===== src/rtl/burst_serdes_pkg.sv =====
package burst_serdes_pkg;
  localparam int BEATS = 4;

  typedef enum logic [1:0] {
    ST_IDLE,
    ST_PRE,
    ST_BEAT
  } rdState_t;

  typedef struct packed {
    logic load;
    logic shift;
    logic dqOe;
    logic dqsOe;
    logic dqsLevel;
    logic wrPush;
  } pfsCtl_t;
endpackage


===== src/rtl/burst_serdes_ctrl.sv =====
module burst_serdes_ctrl
  import burst_serdes_pkg::*;
#(
  parameter int LANES = 1
) (
  input  logic             clk,
  input  logic             rstN,
  input  logic             rdValid,
  output logic             rdReady,
  input  logic [LANES-1:0] laneFull,
  output pfsCtl_t          ctl
);
  localparam int CNT_W = $clog2(BEATS);

  rdState_t   state;
  logic [CNT_W-1:0] beatCnt;

  always_ff @(posedge clk) begin
    if (!rstN) begin
      state   <= ST_IDLE;
      beatCnt <= '0;
    end else begin
      case (state)
        ST_IDLE: if (rdValid) state <= ST_PRE;
        ST_PRE: begin
          state   <= ST_BEAT;
          beatCnt <= '0;
        end
        ST_BEAT: begin
          beatCnt <= beatCnt + 1'b1;
          if (beatCnt == CNT_W'(BEATS - 1)) state <= ST_IDLE;
        end
        default: state <= ST_IDLE;
      endcase
    end
  end

  always_comb begin
    rdReady      = (state == ST_IDLE);
    ctl.load     = rdValid && rdReady;
    ctl.shift    = (state == ST_BEAT);
    ctl.dqOe     = (state == ST_BEAT);
    ctl.dqsOe    = (state != ST_IDLE);
    ctl.dqsLevel = (state == ST_BEAT) && !beatCnt[0];
    ctl.wrPush   = &laneFull;
  end
endmodule


===== src/rtl/burst_serdes_dp.sv =====
module burst_serdes_dp
  import burst_serdes_pkg::*;
#(
  parameter int LANE_W = 8,
  parameter int LANES  = 1,
  localparam int DQ_W   = LANE_W * LANES,
  localparam int WORD_W = DQ_W * BEATS
) (
  input  logic              clk,
  input  logic              rstN,
  input  pfsCtl_t           ctl,
  input  logic [WORD_W-1:0] rdWord,
  input  logic              wrActive,
  input  logic [LANES-1:0]  dqsIn,
  input  logic [DQ_W-1:0]   dqIn,
  output logic [LANES-1:0]  laneFull,
  output logic              wrValid,
  output logic [WORD_W-1:0] wrWord,
  output logic [DQ_W-1:0]   dqOut,
  output logic              dqOe,
  output logic [LANES-1:0]  dqsOut,
  output logic              dqsOe
);
  localparam int FILL_W = $clog2(BEATS + 1);

  // read path: shift register, lowest slice on the pins
  logic [WORD_W-1:0] shiftReg;

  always_ff @(posedge clk) begin
    if (!rstN)          shiftReg <= '0;
    else if (ctl.load)  shiftReg <= rdWord;
    else if (ctl.shift) shiftReg <= shiftReg >> DQ_W;
  end

  assign dqOut  = ctl.dqOe ? shiftReg[DQ_W-1:0] : '0;
  assign dqOe   = ctl.dqOe;
  assign dqsOe  = ctl.dqsOe;
  assign dqsOut = {LANES{ctl.dqsLevel}};

  // write path: one collector per lane, each on its own strobe
  logic [WORD_W-1:0] laneWord;

  for (genvar l = 0; l < LANES; l++) begin : g_lane
    logic                             prevLvl;
    logic [FILL_W-1:0]                fill;
    logic [BEATS-1:0][LANE_W-1:0]     beatBuf;
    logic                             strobeEdge;
    logic [LANE_W-1:0]                laneDq;

    assign laneDq      = dqIn[l*LANE_W +: LANE_W];
    assign strobeEdge  = dqsIn[l] != prevLvl;
    assign laneFull[l] = (fill == FILL_W'(BEATS));

    always_ff @(posedge clk) begin
      if (!rstN || !wrActive) begin
        prevLvl <= 1'b0;
        fill    <= '0;
      end else begin
        prevLvl <= dqsIn[l];
        if (ctl.wrPush) begin
          if (strobeEdge) begin
            beatBuf[0] <= laneDq;
            fill       <= FILL_W'(1);
          end else begin
            fill <= '0;
          end
        end else if (strobeEdge && fill < FILL_W'(BEATS)) begin
          beatBuf[fill[FILL_W-2:0]] <= laneDq;
          fill                      <= fill + 1'b1;
        end
      end
    end

    for (genvar k = 0; k < BEATS; k++) begin : g_beat
      assign laneWord[k*DQ_W + l*LANE_W +: LANE_W] = beatBuf[k];
    end
  end

  always_ff @(posedge clk) begin
    if (!rstN) begin
      wrValid <= 1'b0;
      wrWord  <= '0;
    end else begin
      wrValid <= ctl.wrPush;
      if (ctl.wrPush) wrWord <= laneWord;
    end
  end
endmodule


===== src/rtl/burst_serdes.sv =====
module burst_serdes
  import burst_serdes_pkg::*;
#(
  parameter int LANE_W = 8,
  parameter int LANES  = 1,
  localparam int DQ_W   = LANE_W * LANES,
  localparam int WORD_W = DQ_W * BEATS
) (
  input  logic              clk,
  input  logic              rstN,
  input  logic              rdValid,
  output logic              rdReady,
  input  logic [WORD_W-1:0] rdWord,
  input  logic              wrActive,
  input  logic [LANES-1:0]  dqsIn,
  input  logic [DQ_W-1:0]   dqIn,
  output logic              wrValid,
  output logic [WORD_W-1:0] wrWord,
  output logic [DQ_W-1:0]   dqOut,
  output logic              dqOe,
  output logic [LANES-1:0]  dqsOut,
  output logic              dqsOe
);
  pfsCtl_t          ctl;
  logic [LANES-1:0] laneFull;

  burst_serdes_ctrl #(.LANES(LANES)) u_ctrl (
    .clk(clk), .rstN(rstN), .rdValid(rdValid), .rdReady(rdReady),
    .laneFull(laneFull), .ctl(ctl)
  );

  burst_serdes_dp #(.LANE_W(LANE_W), .LANES(LANES)) u_dp (
    .clk(clk), .rstN(rstN), .ctl(ctl), .rdWord(rdWord),
    .wrActive(wrActive), .dqsIn(dqsIn), .dqIn(dqIn), .laneFull(laneFull),
    .wrValid(wrValid), .wrWord(wrWord), .dqOut(dqOut), .dqOe(dqOe),
    .dqsOut(dqsOut), .dqsOe(dqsOe)
  );
endmodule


===== config.mk =====
export PLATFORM = sky130hd
export DESIGN_NAME = burst_serdes
export DESIGN_NICKNAME = d
export VERILOG_FILES = /design/src/rtl/burst_serdes_pkg.sv /design/src/rtl/burst_serdes_ctrl.sv /design/src/rtl/burst_serdes_dp.sv /design/src/rtl/burst_serdes.sv
export SDC_FILE = /design/constraint.sdc
export NUM_CORES = 1
export LEC_CHECK = 0
export BUFFER_PORTS_ARGS = -buffer_cell sky130_fd_sc_hd__clkbuf_2
export CORE_ASPECT_RATIO = 2
export CORE_UTILIZATION = 56
export CTS_BUF_LIST = sky130_fd_sc_hd__clkbuf_8
export CTS_CLUSTER_DIAMETER = 200
export DETAILED_ROUTE_END_ITERATION = 12
export HOLD_SLACK_MARGIN = 0.15
export PLACE_DENSITY = 0.87
export REMOVE_ABC_BUFFERS = 1
export SLEW_MARGIN = 20
export SYNTH_ARGS = -nofsm -noshare
export SYNTH_HDL_FRONTEND = slang
export SYNTH_HIERARCHICAL = 1
export SYNTH_SLANG_ARGS = --single-unit

===== constraint.sdc =====
create_clock -name clk -period 3.21 [get_ports clk]
set_clock_uncertainty 0.2 [all_clocks]
set_input_delay 0.642 -clock clk [delete_from_list [all_inputs] [get_ports clk]]
set_output_delay 0.642 -clock clk [all_outputs]
set_load 0.05 [all_outputs]

# Word-level counts from Yosys, hierarchy flattened
# Cells that the tools add are included.
# Widths: inputs -> output; s select.
[op_classes]
add_sub_neg = 2
n_bitwise = 2
muxes = 16
order_cmp = 3
reduce_logical = 16
n_eq_ne = 8
[op_table]
columns = ["operator", "n"]
rows = [
  ["$mux 32", 2],
  ["$mux 8", 5],
  ["$bwmux 32", 1],
  ["$demux 8 s2", 1],
  ["$reduce_bool 2->1", 4],
  ["$mux 3", 2],
  ["$pmux 2 s3", 1],
  ["$reduce_and 3->1", 2],
  ["$eq 2x2->1 const B", 2],
  ["$logic_and 1x1->1", 4],
  ["$mux 2", 2],
  ["$ne 2x1->1 const B", 2],
  ["$pmux 2 s2", 1],
  ["$add 3x1->3 const B", 1],
  ["$eq 3x3->1 const B", 1],
  ["$logic_not 1->1", 3],
  ["$lt 2x3->1 const B", 1],
  ["$lt 3x3->1 const B", 1],
  ["$add 2x1->2 const B", 1],
  ["$eq 2x1->1 const B", 1],
  ["$ge 2x1->1 const B", 1],
  ["$logic_not 2->1", 1],
  ["$ne 2x2->1 const B", 1],
  ["$not 1->1", 2],
  ["4 further kinds", 4],
]
[totals]
inputBits = 45
register_bits = 105
elab_cells = 58
output_inout_bits = 45

# Longest topological paths before layout
# Gate-level depths: netlist of the first run.
[depth]
depth_word = 7
mapped_depth = 8

# Cells and area by module
# The synthesis of the first run kept the hierarchy.
[by_module_without_submodules]
columns = ["module", "n_inst", "seq_area_each_um2", "area_each_um2", "cells_each"]
rows = [
  ["burst_serdes_dp", 1, 2342.2, 4068.9, 356],
  ["burst_serdes_ctrl", 1, 80.1, 276.5, 31],
]

# Worst setup path before layout of the first run
# No wires, ideal clock.
[synth_timing]
path_type = "register to register"
startpoint = "register u_dp.g_lane[0].fill[0]"
endpoint = "register u_dp/g_lane[0].beatBuf[0] (netlist bit), enable pin"
setup_slack_ns = 0.837
setup_time_ns = 0.383
period_less_slack_ns = 2.373
required_time_ns = 2.627
t_arrival_ns = 1.790
path_stages_with_launch = 9
path_cell_list = "dfxtp_1 -> inv_1 -> ha_1 -> and2_1 -> buf_4 -> clkbuf_2 -> buf_2 -> a21oi_1 -> nor3_1"
[synth_via]
word_cells_on_any_way = 6
classes_between = "1 x order compare; 2 x eq/ne; 3 x reduce/logical"
[synth_lines]
columns = ["element", "line_no", "source"]
rows = [
  ["from (decl)", "burst_serdes_dp.sv:45", "logic [FILL_W-1:0] fill;"],
  ["from (signal assigned)", "burst_serdes_dp.sv:69", "fill <= fill + 1'b1;"],
  ["$eq 3x3->1 (*)", "burst_serdes_dp.sv:52", "assign laneFull[l] = (fill == FILL_W'(BEATS));"],
  ["via laneFull", "burst_serdes.sv:25", "logic [LANES-1:0] laneFull;"],
  ["$ne 2x1->1 (no source line) or $reduce_bool 2->1 (tied branches)", "n/a", ""],
  ["$reduce_and 3->1 (no source line) (*)", "n/a", ""],
  ["to (signal, indexed assignment)", "burst_serdes_dp.sv:68", "beatBuf[fill[FILL_W-2:0]] <= laneDq;"],
  ["to (decl)", "burst_serdes_dp.sv:46", "logic [BEATS-1:0][LANE_W-1:0] beatBuf;"],
]
# Mark *: on every way through the listed nets, which the timed path passes. The rest lies on a longest branch.
# A chain may end at the register's enable or synchronous reset.

# Worst setup path after layout of the first run
[layout_timing]
startpoint = "register u_ctrl.state[0]"
endpoint = "output port dqOut[1]"
[layout_via]
elab_chain_len = 2
[layout_lines]
columns = ["element", "line_no", "source"]
rows = [
  ["from (decl)", "burst_serdes_ctrl.sv:15", "rdState_t state;"],
  ["from (signal assigned)", "burst_serdes_ctrl.sv:20", "state <= ST_IDLE;"],
  ["from (signal assigned)", "burst_serdes_ctrl.sv:24", "ST_IDLE: if (rdValid) state <= ST_PRE;"],
  ["from (signal assigned)", "burst_serdes_ctrl.sv:26", "state <= ST_BEAT;"],
  ["$eq 2x2->1", "burst_serdes_ctrl.sv:42", "ctl.dqOe = (state == ST_BEAT);"],
  ["$mux 8", "burst_serdes_dp.sv:35", "assign dqOut = ctl.dqOe ? shiftReg[DQ_W-1:0] : '0;"],
  ["to (decl)", "burst_serdes.sv:19", "output logic [DQ_W-1:0] dqOut,"],
]
# Every way passes these cells.

==> qor.yml, run 1 <==
placement:
  numPortBuffers: 89
  gp_congestion: 0.746
  dpl_worst_slack_ns: 0.816
  dp_hpwl_um: 5510
  place_inst: 549
  place_area_mm2: 0.00479
global_route:
  antenna_found_initial: 0
  grt_pass1_wl_um: 12500
  grt-ovfl-total: 0
  grtUsageTotal: 0.202
  grt_pass1_vias: 2883
  grt_max_degree: 72
sta:
  slew_viol_final: 0
  setup_ws_ns: 0.445
  fmax_mhz: 362
  maxSlewHeadroom: 0.573
  worst_slew_pin_slew_ns: 0.640
  setup_viol: 0
  whs_ns: 0.298
  min_period_over_period: 0.861
  rsz0062_at_grt: "false"
  hold_viol_final: 0
  period_minus_slack_ns: 2.76
detailed_routing:
  postRouteAntennaNets: 0
  drt_iter0_drc: 146
  drcViolationCount: 0
  vias_per_cell: 5.09
  vias: 2874
  wirelength_um: 7680
  firstDrtPassIters: 4
  wire_per_inst_um: 13.6
power:
  powerDensity_mw_per_mm2: 512
  peakVddDrop_mv: 0.421
  power_leakage_nw: 1.92
clock_tree:
  clk_pin_slew_ns: 0.09
  cts_buffers: 9
  clk_path_buf_depth: 2
  clock_sinks: 105
  cts_root_buffer: "clkbuf_8"
  cts_tree: "done"
  clock_latency_ns: 0.35
  holdBufCountCts: 0
  cts_resized: 0
  post_cts_buffers: 0
  ctsHtreeMaxLevel: 3
yosys:
  synth.area.top_cells: "dfxtp_1 34%, edfxtp_1 22%, mux2i_1 13%"
  ys_warn_count: 6
  yosys.area.top_type: "dfxtp_1"
  ys_seq_elements: 105
  seq_area_frac_synth: 0.557
  netlist_area_mm2: 0.00435
  yosys.area.top_type_share: 0.336
  synth_cell_type_count: 34
  synthCells: 387
  synth.avg_cell_area_um2: 11.2
min_path:
  hold_path.class: "flip-flop to flip-flop"
layout:
  final_area_mm2: 0.00501
  layout_common_cells: "89 x clkbuf_2, 73 x dfxtp_1, 57 x mux2i_1"
  layout_commonest_cell: "clkbuf_2"
  nFillCells: 606
  antenna_cells: 0
  instances_no_fill: 565
  layout.nets: 520
  multi_input_area_mm2: 0.00173
  fin_util: 0.664
  regArea_mm2: 0.00242
  drive_gt1_frac: 0.248
  area_growth_pct: 15.3
floorplan:
  die_x_um: 64.3
  initial_core_util: 0.576
  io_pins: 90
  chipHeight_um: 127
  dieArea_mm2: 0.00814
  rows: 45
  core_mm2: 0.00754
setup_path:
  slowest_stage: "ha_2"
  crit_required_ns: 2.37
  cp_max_fo: 29
  path_buf_inv: 2
  crit_type: "flip-flop to output port"
  cp.arrival_ns: 1.92
  crit_family: "adder cells"
  critPathCaptureType: "output port"
  start_kind: "flip-flop"
  path_cells: "inv_1, ha_2, and2_1, clkbuf_2"
  slowest_delay_ns: 0.62
run:
  cap_viol_max_count: 0
run_status:
  status: "complete, no violations"
## kinds of logic (layout without fill, tap and decap cells)
logic type | count (synthesis) | count (layout) | synth area share
flip-flops | 105 | 105 | 0.557
adder cells (fa/ha/maj) | 9 | 9 | 0.0259
AND/OR/NAND/NOR | 136 | 136 | 0.183
buffers and inverters | 34 | 118 | 0.0446
XOR/XNOR | 2 | 2 | 0.00403
multiplexers | 57 | 57 | 0.131
AO/OA/AOI/OAI | 44 | 44 | 0.0538
## cell usage after synthesis (all sizes together)
library cell,instances
mux2i,57
nor3b,8
nand2,27
clkbuf,8
nand3,2
a41o,1
dfxtp,73
ha,9
a21oi,13
nor2b,49
xnor2,1
and3,1
nand2b,3
a21boi,1
xor2,1
inv,6
a211oi,1
nor2,3
nor3,2
and2,39
and2b,1
edfxtp,32
a211o,1
nor4,1
buf,20
o21ai,27
## report_power, final
group          switching (mW)  leakage, nW  internal [mW]
sequential             0.0226        0.883           1.41
clock                   0.420        0.103          0.438
combinational           0.159        0.930          0.116
total                   0.601         1.92           1.96
## path summary, 6_finish.rpt
check	slack, ns	endpoint	cells past startpoint	startpoint
worst max register to register	0.88	u_dp/g_lane[0].beatBuf[24]$_DFFE_PP_	5	u_dp/g_lane[0].fill[0]$_SDFFE_PP0P_
worst max-delay path	0.45	dqOut[1]	4	u_ctrl/state[0]$_SDFFE_PN0P_
worst min register to register	0.30	u_ctrl/beatCnt[1]$_SDFFE_PN0P_	2	u_ctrl/beatCnt[1]$_SDFFE_PN0P_
worst min-delay path	0.30	u_ctrl/beatCnt[1]$_SDFFE_PN0P_	2	u_ctrl/beatCnt[1]$_SDFFE_PN0P_
## state kept, by name, summed over array words and instances, names as in the netlist
register / cells
u_dp/wrWord: 32
u_dp/shiftReg: 32
u_dp/g_lane.beatBuf: 32
u_ctrl/beatCnt: 2
u_ctrl/state: 2
u_dp/wrValid: 1
u_dp/g_lane.fill: 3
u_dp/g_lane.prevLvl: 1
## final cells by class
type,count,area share
clock inverter,7,0.0185
multi-input combinational,248,0.346
clock buffer,9,0.0247
timing repair buffer,96,0.0994
tap,94,0.0235
inverter,6,0.00450
sequential,105,0.484
## per-stage QoR
step,setup TNS (ns),power [mW]
global route,0,2.69
floorplan,-1.60,1.65
finish,0,2.57
global placement,0,1.73
detailed placement,0,1.74
CTS,0,2.60
## tightest hold or removal path: stages (launching register included)
cell	delay, ns
dfxtp_1	0.33
nand2b_1	0.06
a21boi_0	0.07
## layer usage
metal,share of wire,track usage
met1,0.38,0.194
met2,0.56,0.381
met3,0.032,0.0450
met4,0.028,0.108
met5,0,0
(Power assumes the default switching activity.)
==> run 2, diff against run 1 <==
--- a/config.mk
+++ b/config.mk
@@ -7,12 +7,13 @@
 export LEC_CHECK = 0
 export BUFFER_PORTS_ARGS = -buffer_cell sky130_fd_sc_hd__clkbuf_2
 export CORE_ASPECT_RATIO = 2
+export CORE_MARGIN = 4
 export CORE_UTILIZATION = 56
 export CTS_BUF_LIST = sky130_fd_sc_hd__clkbuf_8
 export CTS_CLUSTER_DIAMETER = 200
 export DETAILED_ROUTE_END_ITERATION = 12
 export HOLD_SLACK_MARGIN = 0.15
-export PLACE_DENSITY = 0.87
+export PLACE_DENSITY = 0.88
 export REMOVE_ABC_BUFFERS = 1
 export SLEW_MARGIN = 20
 export SYNTH_ARGS = -nofsm -noshare
==> run 2 against run 1 <==
Against the previous run:
- total power decreased by 6.6%
- setup slack improved by 0.069 ns
- sequential power about the same
- final area decreased by 0.95%
- via count decreased by 0.49%
- combinational power about the same
- fmax increased by 2.5%
- final cell count unchanged
- non-clock buffer count unchanged
- clock power decreased by 20%
- die area increased by 15%
- highest routed layer unchanged
==> qor.yml, run 2 (same netlist as run 1, synthesis figures left out) <==
run_status:
  status: "complete, no violations"
global_route:
  use_met2: 0.313  # -0.0682
  grt_pass1_wl_um: 13300  # +6.3%
  grt_max_degree: 72  # unchanged
  use_met1: 0.211  # +0.0169
  antenna_found_initial: 0  # unchanged
  grt-ovfl-total: 0  # unchanged
  grt_pass1_vias: 2841  # -1.5%
  grtUsageTotal: 0.178  # -0.0238
  busiest_layer: "met2"
  met3_usage: 0.0342  # -0.0107
setup_path:
  r2r_end: "u_dp/g_lane[0].beatBuf[23]$_DFFE_PP_"
  r2r-start: "u_dp/g_lane[0].fill[0]$_SDFFE_PP0P_"
  cp_max_fo: 27  # -6.9%
  crit_type: "flip-flop to output port"
  cp.arrival_ns: 1.85  # -0.07 ns
  critPathCaptureType: "output port"
  start_kind: "flip-flop"
  crit_required_ns: 2.37  # about the same
  rr_worst_depth: 5  # unchanged
  regToRegSetupSlack_ns: 0.67  # -0.21 ns
min_path:
  min_path_cells: 2  # unchanged
  hold_path.class: "flip-flop to flip-flop"
  min_to: "u_ctrl/beatCnt[1]$_SDFFE_PN0P_"
  min_from: "u_ctrl/beatCnt[1]$_SDFFE_PN0P_"
detailed_routing:
  wire_per_inst_um: 14.1  # +3.8%
  firstDrtPassIters: 4  # unchanged
  postRouteAntennaNets: 0  # unchanged
  vias: 2860  # -0.49%
  drcViolationCount: 0  # unchanged
  wirelength_um: 7970  # +3.8%
  vias_per_cell: 5.06  # -0.49%
  drt_iter0_drc: 163  # +12%
sta:
  slew_viol_final: 0  # unchanged
  min_period_over_period: 0.840  # -0.0214
  whs_ns: 0.306  # +0.00894 ns
  hold_viol_final: 0  # unchanged
  maxSlewHeadroom: 0.604  # +0.0310
  fmax_mhz: 371  # +2.5%
  period_minus_slack_ns: 2.70  # -0.0685 ns
  rsz0062_at_grt: "false"
  setup_viol: 0  # unchanged
  worst_slew_pin_slew_ns: 0.591  # -0.0497 ns
placement:
  gp_congestion: 0.861  # +15%
  place_inst: 549  # unchanged
  numPortBuffers: 89  # unchanged
  dp_hpwl_um: 5820  # +5.6%
  place_area_mm2: 0.00480  # +0.10%
clock_tree:
  clock_sinks: 105  # unchanged
  ctsHtreeMaxLevel: 3  # unchanged
  clk_pin_slew_ns: 0.09  # about the same
  cts_resized: 0  # unchanged
  cts_buffers: 9  # unchanged
  clk_path_buf_depth: 2  # unchanged
  clock_latency_ns: 0.35  # about the same
  cts_root_buffer: "clkbuf_8"
  cts_tree: "done"
  holdBufCountCts: 0  # unchanged
  post_cts_buffers: 0  # unchanged
power:
  totalPowerFinal_mw: 2.40  # -6.6%
  power_leakage_nw: 1.90  # -0.99%
  peakVddDrop_mv: 0.393  # -6.5%
  powerDensity_mw_per_mm2: 483  # -5.7%
layout:
  instances_no_fill: 565  # unchanged
  drive_gt1_frac: 0.248  # unchanged
  layout_commonest_cell: "clkbuf_2"
  layout_common_cells: "89 x clkbuf_2, 73 x dfxtp_1, 57 x mux2i_1"
  fin_util: 0.653  # -0.0112
  antenna_cells: 0  # unchanged
  nFillCells: 619  # +2.1%
  final_area_mm2: 0.00496  # -0.95%
  largestRegisters: "u_dp/g_lane.beatBuf: 32 flops, u_dp/shiftReg: 32 flops, u_dp/wrWord: 32 flops"
  layout.nets: 520  # unchanged
  area_growth_pct: 14.2
floorplan:
  rows: 45  # unchanged
  initial_core_util: 0.572  # -0.00427
  dieArea_mm2: 0.00932  # +15%
  die_x_um: 70.3  # +9.3%
  io_pins: 90  # unchanged
  core_mm2: 0.00760  # +0.75%
  chipHeight_um: 133  # +4.7%
run:
  cap_viol_max_count: 0  # unchanged
-- run 2: cell count changes in the layout (fill, tap and decap cells not counted), sizes merged --
| cell | change |
|---|---|
| bufinv | -2 |
| clkinvlp | +1 |
| inv | +1 |
-- run 2: worst max-delay path, cell delays in order, from the launching register on --
cell and delay (ns):
dfxtp_1 0.34, inv_1 0.11, ha_2 0.56, and2_1 0.21
clkbuf_2 0.27
-- run 2: worst max-delay path by stage --
stage | slack, ns | end | from | cells after the start
finish | 0.51 | dqOut[7] | u_ctrl/state[0]$_SDFFE_PN0P_ | 4
global route | 0.37 | dqOut[6] | u_ctrl/state[0]$_SDFFE_PN0P_ | 4
CTS | 0.47 | dqOut[7] | u_ctrl/state[0]$_SDFFE_PN0P_ | 4
detailed placement | 0.66 | u_dp/g_lane[0].beatBuf[20]$_DFFE_PP_ | u_dp/g_lane[0].fill[0]$_SDFFE_PP0P_ | 5
global placement | 0.82 | u_dp/g_lane[0].beatBuf[23]$_DFFE_PP_ | u_dp/g_lane[0].fill[0]$_SDFFE_PP0P_ | 5
floorplan | -0.40 | dqsOut | u_ctrl/state[0]$_SDFFE_PN0P_ | 3
-- run 2: through the flow --
| step | setup TNS, ns | worst slack (ns) |
|---|---|---|
| after global routing | 0 | 0.370 |
| after detailed placement | 0 | 0.662 |
| final | 0 | 0.514 |
| after floorplan | -1.60 | -0.402 |
| after global placement | 0 | 0.825 |
| after CTS | 0 | 0.473 |
-- run 2: routing by layer --
metal | wire length (µm) | vias to the layer above
li1 | - | 1456
met1 | 3240 | 1316
met2 | 4250 | 76
met3 | 381 | 12
met4 | 101 | 0
met5 | 0 | -
-- run 2: final cells by class --
| type | instances | area (µm²) | area share |
|---|---|---|---|
| inverter | 6 | 22.5 | 0.00454 |
| multi-input combinational | 248 | 1740 | 0.350 |
| timing repair buffer | 96 | 498 | 0.100 |
| sequential | 105 | 2420 | 0.488 |
| clock inverter | 7 | 40.0 | 0.00807 |
| clock buffer | 9 | 124 | 0.0250 |
| tap | 94 | 118 | 0.0237 |
-- run 2: report_power, final --
group	switching [mW]	internal, mW	total (mW)	leakage, nW
logic	0.160	0.116	0.276	0.931
clock network	0.413	0.273	0.686	0.0836
registers	0.0226	1.41	1.43	0.883
